===== config.mk =====
export PLATFORM = sky130hd
export DESIGN_NAME = tw_timer_wdt
export DESIGN_NICKNAME = d
export VERILOG_FILES = /design/src/rtl/tw_pkg.sv /design/src/rtl/tw_edge_sync.sv /design/src/rtl/tw_prescaler.sv /design/src/rtl/tw_counter.sv /design/src/rtl/tw_watchdog.sv /design/src/rtl/tw_timer_wdt.sv
export SDC_FILE = /design/constraint.sdc
export NUM_CORES = 1
export LEC_CHECK = 0
export BUFFER_PORTS_ARGS = -buffer_cell sky130_fd_sc_hd__buf_2
export CORE_ASPECT_RATIO = 0.8
export CORE_MARGIN = 2
export CORE_UTILIZATION = 45
export DETAILED_ROUTE_END_ITERATION = 6
export GPL_TIMING_DRIVEN = 1
export MAX_ROUTING_LAYER = met4
export PLACE_DENSITY = 0.76
export SETUP_SLACK_MARGIN = 0.4
export SYNTH_ARGS = -nofsm -noshare
export SYNTH_HDL_FRONTEND = slang
export SYNTH_SLANG_ARGS = --single-unit

===== constraint.sdc =====
create_clock -name clk -period 2.8 [get_ports clk]
set_clock_uncertainty 0.05 [all_clocks]
set_input_delay 0.7 -clock clk [delete_from_list [all_inputs] [get_ports clk]]
set_output_delay 0.7 -clock clk [all_outputs]
set_load 0.01 [all_outputs]

===== src/rtl/tw_pkg.sv =====
// Package: shared constants, the option-register layout and the
// prescaler ratio helper used by the timer/watchdog block.
package tw_pkg;

    localparam int RATE_W  = 3;
    localparam int PRE_W   = 1 << RATE_W;        // widest ratio is 2^PRE_W
    localparam int SHIFT_W = $clog2(PRE_W + 1);  // holds 0..PRE_W

    typedef struct packed {
        logic              src_ext;
        logic              fall_edge;
        logic              ps_wdt;
        logic [RATE_W-1:0] rate;
    } tw_cfg_t;

    localparam tw_cfg_t CFG_RESET = '1;

    // Low-bit mask that is all ones once a 2^sh ratio is complete.
    function automatic logic [PRE_W-1:0] ratio_mask(input logic [SHIFT_W-1:0] sh);
        ratio_mask = ~({PRE_W{1'b1}} << sh);
    endfunction

endpackage


===== src/rtl/tw_edge_sync.sv =====
// Edge synchronizer: brings an asynchronous pin into the clock domain
// through SYNC_N flops, then forms rise/fall pulses from the synced
// level and picks one of them. Assumes SYNC_N >= 2.
module tw_edge_sync #(
    parameter int SYNC_N = 2
) (
    input  logic clk,
    input  logic rst_n,
    input  logic pin,
    input  logic fall_sel,
    output logic edge_evt
);

    logic [SYNC_N-1:0] sync_q;
    logic              prev_q;
    logic              rise_w;
    logic              fall_w;

    // Shift the pin through the synchronizer and keep one history bit.
    always_ff @(posedge clk) begin
        if (!rst_n) begin
            sync_q <= '0;
            prev_q <= 1'b0;
        end else begin
            sync_q <= {sync_q[SYNC_N-2:0], pin};
            prev_q <= sync_q[SYNC_N-1];
        end
    end

    // Edge pulses from the synchronized level, then the edge choice.
    always_comb begin
        rise_w   = sync_q[SYNC_N-1] & ~prev_q;
        fall_w   = ~sync_q[SYNC_N-1] & prev_q;
        edge_evt = fall_sel ? fall_w : rise_w;
    end

endmodule


===== src/rtl/tw_prescaler.sv =====
// Shared prescaler: counts input events and passes every 2^shift-th one.
// A shift of 0 passes every event. Clear empties the count.
// Assumes shift <= PRE_W.
module tw_prescaler
    import tw_pkg::*;
(
    input  logic               clk,
    input  logic               rst_n,
    input  logic               in_evt,
    input  logic               clr,
    input  logic [SHIFT_W-1:0] shift,
    output logic               out_evt
);

    logic [PRE_W-1:0] cnt_q;
    logic [PRE_W-1:0] mask_w;

    // Pass the event that completes the selected ratio.
    always_comb begin
        mask_w  = ratio_mask(shift);
        out_evt = in_evt && ((cnt_q & mask_w) == mask_w);
    end

    // Free-running event count, emptied on clear.
    always_ff @(posedge clk) begin
        if (!rst_n)      cnt_q <= '0;
        else if (clr)    cnt_q <= '0;
        else if (in_evt) cnt_q <= cnt_q + 1'b1;
    end

endmodule


===== src/rtl/tw_counter.sv =====
// Timer counter: loadable up-counter with a registered wrap pulse.
// A load wins over a step and never produces a wrap pulse.
module tw_counter #(
    parameter int CNT_W = 8
) (
    input  logic             clk,
    input  logic             rst_n,
    input  logic             inc,
    input  logic             we,
    input  logic [CNT_W-1:0] wdata,
    output logic [CNT_W-1:0] q,
    output logic             ovf
);

    // Load, step and wrap-pulse register.
    always_ff @(posedge clk) begin
        if (!rst_n) begin
            q   <= '0;
            ovf <= 1'b0;
        end else if (we) begin
            q   <= wdata;
            ovf <= 1'b0;
        end else begin
            ovf <= inc && (&q);
            if (inc) q <= q + 1'b1;
        end
    end

endmodule


===== src/rtl/tw_watchdog.sv =====
// Watchdog counter: counts events and pulses a time-out on each wrap.
// Also holds an active-low status bit. A kick restarts the count and
// sets the status bit again.
module tw_watchdog #(
    parameter int WDT_W = 8
) (
    input  logic clk,
    input  logic rst_n,
    input  logic evt,
    input  logic kick,
    output logic timeout,
    output logic to_n
);

    logic [WDT_W-1:0] cnt_q;

    // Count, time-out pulse and status; the kick has priority.
    always_ff @(posedge clk) begin
        if (!rst_n) begin
            cnt_q   <= '0;
            timeout <= 1'b0;
            to_n    <= 1'b1;
        end else if (kick) begin
            cnt_q   <= '0;
            timeout <= 1'b0;
            to_n    <= 1'b1;
        end else begin
            timeout <= evt && (&cnt_q);
            if (evt) cnt_q <= cnt_q + 1'b1;
            if (evt && (&cnt_q)) to_n <= 1'b0;
        end
    end

endmodule


===== src/rtl/tw_timer_wdt.sv =====
// Top: option register, source/edge selection, shared prescaler steering,
// timer counter and watchdog. The prescaler owner sees the 2^n ratio;
// the other user runs at 1:1.
module tw_timer_wdt
    import tw_pkg::*;
#(
    parameter int CNT_W  = 8,
    parameter int WDT_W  = 8,
    parameter int SYNC_N = 2
) (
    input  logic              clk,
    input  logic              rst_n,
    input  logic              cyc_stb,
    input  logic              ext_pin,
    input  logic              cfg_we,
    input  logic              cfg_src_ext,
    input  logic              cfg_fall_edge,
    input  logic              cfg_ps_wdt,
    input  logic [RATE_W-1:0] cfg_rate,
    input  logic              tmr_we,
    input  logic [CNT_W-1:0]  tmr_wdata,
    input  logic              wdt_tick,
    input  logic              wdt_clr,
    input  logic              sleep_cmd,
    output logic [CNT_W-1:0]  tmr_q,
    output logic              tmr_ovf,
    output logic              wdt_timeout,
    output logic              wdt_to_n
);

    tw_cfg_t            cfg_q;
    logic               pin_evt;
    logic               src_evt;
    logic               wdt_kick;
    logic               pre_in;
    logic               pre_clr;
    logic               pre_out;
    logic [SHIFT_W-1:0] pre_shift;
    logic               tmr_inc;
    logic               wdt_evt;

    // Option register, every bit set out of reset.
    always_ff @(posedge clk) begin
        if (!rst_n)      cfg_q <= CFG_RESET;
        else if (cfg_we) cfg_q <= '{src_ext: cfg_src_ext, fall_edge: cfg_fall_edge,
                                    ps_wdt: cfg_ps_wdt, rate: cfg_rate};
    end

    tw_edge_sync #(.SYNC_N(SYNC_N)) u_sync (
        .clk      (clk),
        .rst_n    (rst_n),
        .pin      (ext_pin),
        .fall_sel (cfg_q.fall_edge),
        .edge_evt (pin_evt)
    );

    // Steer the shared prescaler between timer and watchdog.
    always_comb begin
        src_evt   = cfg_q.src_ext ? pin_evt : cyc_stb;
        wdt_kick  = wdt_clr | sleep_cmd;
        pre_in    = cfg_q.ps_wdt ? wdt_tick : src_evt;
        pre_clr   = cfg_q.ps_wdt ? wdt_kick : tmr_we;
        pre_shift = cfg_q.ps_wdt ? SHIFT_W'(cfg_q.rate)
                                 : SHIFT_W'(cfg_q.rate) + SHIFT_W'(1);
        tmr_inc   = cfg_q.ps_wdt ? src_evt  : pre_out;
        wdt_evt   = cfg_q.ps_wdt ? pre_out  : wdt_tick;
    end

    tw_prescaler u_pre (
        .clk     (clk),
        .rst_n   (rst_n),
        .in_evt  (pre_in),
        .clr     (pre_clr),
        .shift   (pre_shift),
        .out_evt (pre_out)
    );

    tw_counter #(.CNT_W(CNT_W)) u_cnt (
        .clk   (clk),
        .rst_n (rst_n),
        .inc   (tmr_inc),
        .we    (tmr_we),
        .wdata (tmr_wdata),
        .q     (tmr_q),
        .ovf   (tmr_ovf)
    );

    tw_watchdog #(.WDT_W(WDT_W)) u_wdt (
        .clk     (clk),
        .rst_n   (rst_n),
        .evt     (wdt_evt),
        .kick    (wdt_kick),
        .timeout (wdt_timeout),
        .to_n    (wdt_to_n)
    );

endmodule


Word level (Yosys, flattened, before mapping)
Cells that the tools add are included.
{"block": "word_totals", "out_inout_bits": 11, "mem_bits_rw": 0, "in_bits": 23, "romBits": 0, "memories": 0, "reg_bits": 36, "latch_bits": 0}
{"block": "classes", "add_sub_neg": 4, "n_shift": 1, "n_eq_ne": 1, "reduce_logical": 9, "n_div": 0, "mux": 9, "bitwise_logic": 8, "n_lt_le_gt_ge": 0, "n_mul": 0}
{"cell": "8-bit by 1-bit adder with 8-bit output (second input constant)", "n": 3}
{"cell": "8-bit two-way mux", "n": 2}
{"cell": "8-bit AND reduction", "n": 2}
{"cell": "8-bit AND", "n": 1}
{"cell": "8-bit == test", "n": 1}
{"cell": "8-bit NOT", "n": 1}
{"cell": "8-bit by 4-bit << shifter with 8-bit output (first input constant)", "n": 1}
{"cell": "1-bit two-way mux", "n": 6}
{"cell": "2-bit OR reduction", "n": 3}
{"cell": "3-bit by 1-bit adder with 4-bit output (second input constant)", "n": 1}
{"cell": "4-bit two-way mux", "n": 1}
{"cell": "1-bit logical AND", "n": 3}
{"cell": "1-bit NOT", "n": 3}
{"cell": "1-bit AND", "n": 2}
{"cell": "2-bit nonzero test", "n": 1}
{"cell": "1-bit OR", "n": 1}

Longest topological paths before layout
{"block": "logic_depth", "word_depth": 10, "ltp_mapped": 8, "mapped_depth_nobuf": 7}

Modules after synthesis
Synthesis repeated with hierarchy kept, for this count alone.
{"block": "unflattened", "hier_cells": 195, "area_unflattened_um2": 1770.4}
{"module": "tw_counter", "cells_per_inst": 53, "seq_area_each_um2": 180.2, "area_per_inst_um2": 478.0, "instances": 1}
{"module": "tw_prescaler", "cells_per_inst": 54, "seq_area_each_um2": 160.2, "area_per_inst_um2": 442.9, "instances": 1}
{"module": "tw_watchdog", "cells_per_inst": 44, "seq_area_each_um2": 200.2, "area_per_inst_um2": 406.6, "instances": 1}
{"module": "tw_timer_wdt", "cells_per_inst": 35, "seq_area_each_um2": 120.1, "area_per_inst_um2": 341.6, "instances": 1}
{"module": "tw_edge_sync", "cells_per_inst": 9, "seq_area_each_um2": 60.1, "area_per_inst_um2": 101.3, "instances": 1}

Least setup slack after synthesis
OpenSTA, ideal clock, no wires.
{"block": "synth_timing", "path_kind": "register to register", "startpoint": "register cfg_q[1] in the netlist's numbering", "endpoint": "register u_cnt.q[4]", "arrival_time_ns": 1.892, "required_time_ns": 2.676, "setup_slack_ns": 0.784, "path_stages_with_launch": 8, "setup_time_ns": 0.074, "synth_period_minus_slack_ns": 2.016, "path_cell_list": "dfxtp_1 > ha_1 > nor2b_2 > nand3_1 > o2111ai_1 > a41oi_2 > or4_1 > a31oi_1"}
{"block": "synth_between", "elab_chain_len": 9}
{"element": "start, declared", "line_no": "tw_timer_wdt.sv:31", "source": "tw_cfg_t cfg_q;"}
{"element": "start signal, assigned", "line_no": "tw_timer_wdt.sv:45", "source": "else if (cfg_we) cfg_q <= '{src_ext: cfg_src_ext, fall_edge: cfg_fall_edge,"}
{"element": "3-bit by 1-bit adder with 4-bit output", "line_no": "tw_timer_wdt.sv:64", "source": ": SHIFT_W'(cfg_q.rate) + SHIFT_W'(1);"}
{"element": "4-bit two-way mux (*)", "line_no": "tw_timer_wdt.sv:63", "source": "pre_shift = cfg_q.ps_wdt ? SHIFT_W'(cfg_q.rate)"}
{"element": "8-bit by 4-bit << shifter with 8-bit output (*)", "line_no": "tw_pkg.sv:20", "source": "ratio_mask = ~({PRE_W{1'b1}} << sh);"}
{"element": "8-bit NOT (*)", "line_no": "tw_pkg.sv:20"}
{"element": "8-bit AND", "line_no": "tw_prescaler.sv:21", "source": "out_evt = in_evt && ((cnt_q & mask_w) == mask_w);"}
{"element": "8-bit == test (*)", "line_no": "tw_prescaler.sv:21"}
{"element": "1-bit logical AND (*)", "line_no": "tw_prescaler.sv:21"}
{"element": "1-bit two-way mux (*)", "line_no": "tw_timer_wdt.sv:65", "source": "tmr_inc = cfg_q.ps_wdt ? src_evt : pre_out;"}
{"element": "2-bit nonzero test (no source line) (*)"}
{"element": "end signal, assigned", "line_no": "tw_counter.sv:21", "source": "q <= wdata;"}
{"element": "end signal, assigned", "line_no": "tw_counter.sv:25", "source": "if (inc) q <= q + 1'b1;"}
{"element": "end, declared", "line_no": "tw_counter.sv:11", "source": "output logic [CNT_W-1:0] q,"}
Every way passes the cells marked *; elsewhere a longest branch is shown, timed or not.
A chain may end at the register's enable or synchronous reset.

Worst setup path in the final report
{"block": "layout_timing", "startpoint": "register cfg_q[0] in the netlist's numbering", "endpoint": "register u_cnt.q[3]"}
The elaborated chain is that of the path after synthesis.

==> impl_metrics.yaml <==
status:
  status: "finished clean"
synth:
  syn-cell-area_um2: 1860
  syn_area_per_cell_um2: 8.47
  synth-seq-cells: 36
  synthesis.nets: 247
  synth_flop_cell: "dfxtp_1"
  synth_edf_count: 0
  synth-async-reset-ratio: 0
  synth_cells: 220
  ys_seq_area_frac: 0.387
  yosysWarningCount: 0
  synth_cell_types: 47
clock_network:
  cts.sinks: 36
  cts_max_level: 2
  clkTransAtPathRegs_ns: 0.07
  root_buffer: "clkbuf_8"
  cts_made_buffers: 5
  cts_buffer_depth: 2
  cts_tree: "built"
  clock_latency_ns: 0.29
global_routing:
  antenna_found_initial: 0
  grt_pass1_vias: 1577
  grt.total_usage: 0.198
  grt_first_pass_wirelength_mm: 7.09
  overflow: 0
  grt_max_degree: 22
worst_setup_path:
  reg2reg_from: "cfg_q[0]$_SDFFE_PN1P_"
  startpoint: "cfg_q[0]$_SDFFE_PN1P_"
  startpoint_type: "register"
  crit_family: "compound AO/OA/AOI/OAI gates"
  cp_slowest_cell: "or4_1"
  crit_path_end: "u_cnt.q[3]$_SDFFE_PN0P_"
  crit_required_ns: 2.97
  criticalPathCategory: "reg2reg"
  crit_path_max_incr_delay_ns: 0.51
  regToRegSetupSlack_ns: 0.49
  cp.depth: 6
  cp-end-kind: "register"
  crit_arrival_ns: 2.49
  reg2reg_depth: 6
  crit_path_max_fanout: 9
  regToRegEndpoint: "u_cnt.q[3]$_SDFFE_PN0P_"
  critPathBufInv: 0
  worstPathCellList: "ha_1 > and3b_1 > o221ai_2 > a41oi_2 > or4_1 > a31oi_1"
pwr:
  ir_drop_mv: 0.266
  power_density_nw_per_um2: 466
  p_leak_nw: 0.844
floorplan:
  die_h_um: 61.6
  dieArea_um2: 4680
  core.rowCount: 20
  core_um2: 3880
  die-width_um: 76.0
  ios: 34
  initial_utilization: 0.481
timing:
  hold_viol_final: 0
  setup_tns_ns: 0
  worst_pin_slew_ns: 0.481
  slew-limit-headroom: 0.679
  finalSetupViolations: 0
  slew_viol_final: 0
  min_period_over_period: 0.826
  fin_ws_ns: 0.488
  rsz0062_at_grt: "false"
  fmax_mhz: 433
  min_period_ns: 2.31
final_layout:
  seqCellArea_um2: 724
  fill_cells: 356
  antenna-diode-count: 0
  multi_input_comb_area_um2: 1130
  mostFrequentLayoutCells: "dfxtp_1 (33), buf_2 (33), nor2_1 (18), nand2_1 (18), o21ai_0 (16)"
  final_layout_size_suffix_gt1_frac: 0.232
  area_growth_syn_to_layout_pct: 20.1
  nNetsFinal: 283
place:
  port_buffers: 33
  dp_slack_ns: 0.301
  dp_hpwl_mm: 2.78
  place.gp.congestion: 0.928
route:
  drt-total-wl_mm: 4.29
  initialDrtViolationCount: 174
  drcViolationCount: 0
  vias: 1800
  ant_nets: 0
  first_pass_iters: 5
  wl_per_cell_um: 13.9
  viasPerCell: 5.83
min_path:
  hp-class: "reg2reg"
run:
  cap_violations: 0
==> per-layer routing <==
metal / track usage / part of all wire
met2: 0.301 / 0.43
met1: 0.253 / 0.49
met5: - / 0
met4: 0.0675 / 0.017
met3: 0.0645 / 0.067
==> registers in the layout, summed over array words and instances, names as in the netlist <==
register / count
u_cnt.ovf: 1
u_sync.sync_q: 2
u_wdt.cnt_q: 8
u_wdt.timeout: 1
u_pre.cnt_q: 8
cfg_q: 6
u_wdt.to_n: 1
u_sync.prev_q: 1
u_cnt.q: 8
==> through the flow <==
stage / std cells / utilization / area (um2) / hold WS (ns) / total power [mW]
3_5_place_dp: 298 / 0.528 / 2050 / 0.371 / 0.688
4_1_cts: 303 / 0.554 / 2150 / 0.389 / 1.02
3_3_place_gp: 298 / 0.528 / 2050 / 0.364 / 0.686
5_1_grt: 309 / 0.577 / 2240 / 0.424 / 1.09
2_1_floorplan: 220 / - / 1860 / 0.362 / 0.648
6_report: 309 / 0.577 / 2240 / 0.386 / 1.04
==> logic make-up (layout without fill, tap and decap cells) <==
family,after synthesis,in the layout,share of synthesized area
mux,7,7,0.0376
flops,36,36,0.387
buf+inv,20,53,0.0490
fa+ha+maj,4,4,0.0268
xor+xnor,9,9,0.0423
compound gates,54,55,0.200
simple gates,90,90,0.258
==> worst reg2reg max path: cells and delay by family, from the launching register on <==
family | cells | cell delay (ns)
flip-flops | 1 | 0.37
AO/OA/AOI/OAI | 3 | 0.75
AND/OR/NAND/NOR | 2 | 0.72
adder cells (fa/ha/maj) | 1 | 0.37
==> layout make-up <==
| class | count | share of cell area |
|---|---|---|
| clock buffer | 5 | 0.0307 |
| inverter | 9 | 0.0151 |
| multi-input combinational | 165 | 0.506 |
| sequential | 36 | 0.324 |
| tap | 55 | 0.0307 |
| timing repair buffer | 39 | 0.0939 |
==> worst min path at each step <==
stage,start,endpoint,slack [ns],depth (start not counted)
after CTS,u_sync.sync_q[0]$_SDFF_PN0_,u_sync.sync_q[1]$_SDFF_PN0_,0.39,1
after global placement,u_sync.sync_q[0]$_SDFF_PN0_,u_sync.sync_q[1]$_SDFF_PN0_,0.36,1
after global routing,u_sync.sync_q[0]$_SDFF_PN0_,u_sync.sync_q[1]$_SDFF_PN0_,0.42,1
after floorplan,u_sync.sync_q[0]$_SDFF_PN0_,u_sync.sync_q[1]$_SDFF_PN0_,0.36,1
after detailed placement,u_sync.sync_q[0]$_SDFF_PN0_,u_sync.sync_q[1]$_SDFF_PN0_,0.37,1
final,u_sync.sync_q[0]$_SDFF_PN0_,u_sync.sync_q[1]$_SDFF_PN0_,0.39,1
==> cell usage after synthesis, types with 2 or more instances <==
cell type  count  area share
clkbuf_1       5       0.010
nand2b_1       2      0.0067
dfxtp_1       36        0.39
o21ai_0       16       0.043
nor4_1         2      0.0067
or4_1          5       0.020
nor2_1        18       0.036
xor2_1         6       0.028
ha_1           4       0.027
or3_1          7       0.023
and2_1         4       0.013
o31ai_1        6       0.024
inv_1          9       0.018
nor3_1         3      0.0081
buf_2          4       0.011
nand2_1       18       0.036
xnor2_1        3       0.014
a41oi_2        2       0.017
o211ai_1       2      0.0081
a21oi_1        9       0.024
nor2b_1        2      0.0067
o21a_1         2      0.0081
mux2i_1        7       0.038
nand3_1       11       0.030
and3_1         3       0.010
nand4_1        8       0.027
a31oi_1        6       0.020
==> power by group <==
part / total (mW) / internal, mW / switching (mW) / leakage (nW)
Combinational: 0.153 / 0.0667 / 0.0865 / 0.514
Sequential: 0.555 / 0.529 / 0.0261 / 0.293
Clock: 0.334 / 0.160 / 0.174 / 0.0359
==> what timing repair did <==
| action | in CTS | in global routing |
|---|---|---|
| cloned | 0 | 1 |
| endpoints found under the setup margin | 12 | 13 |
| gates resized for setup | 4 | 7 |
| buffers inserted | 0 | 5 |
| pin swaps | 0 | 3 |
| hold buffers | 0 | 0 |
Note: power is estimated with default switching activity, not from simulation.
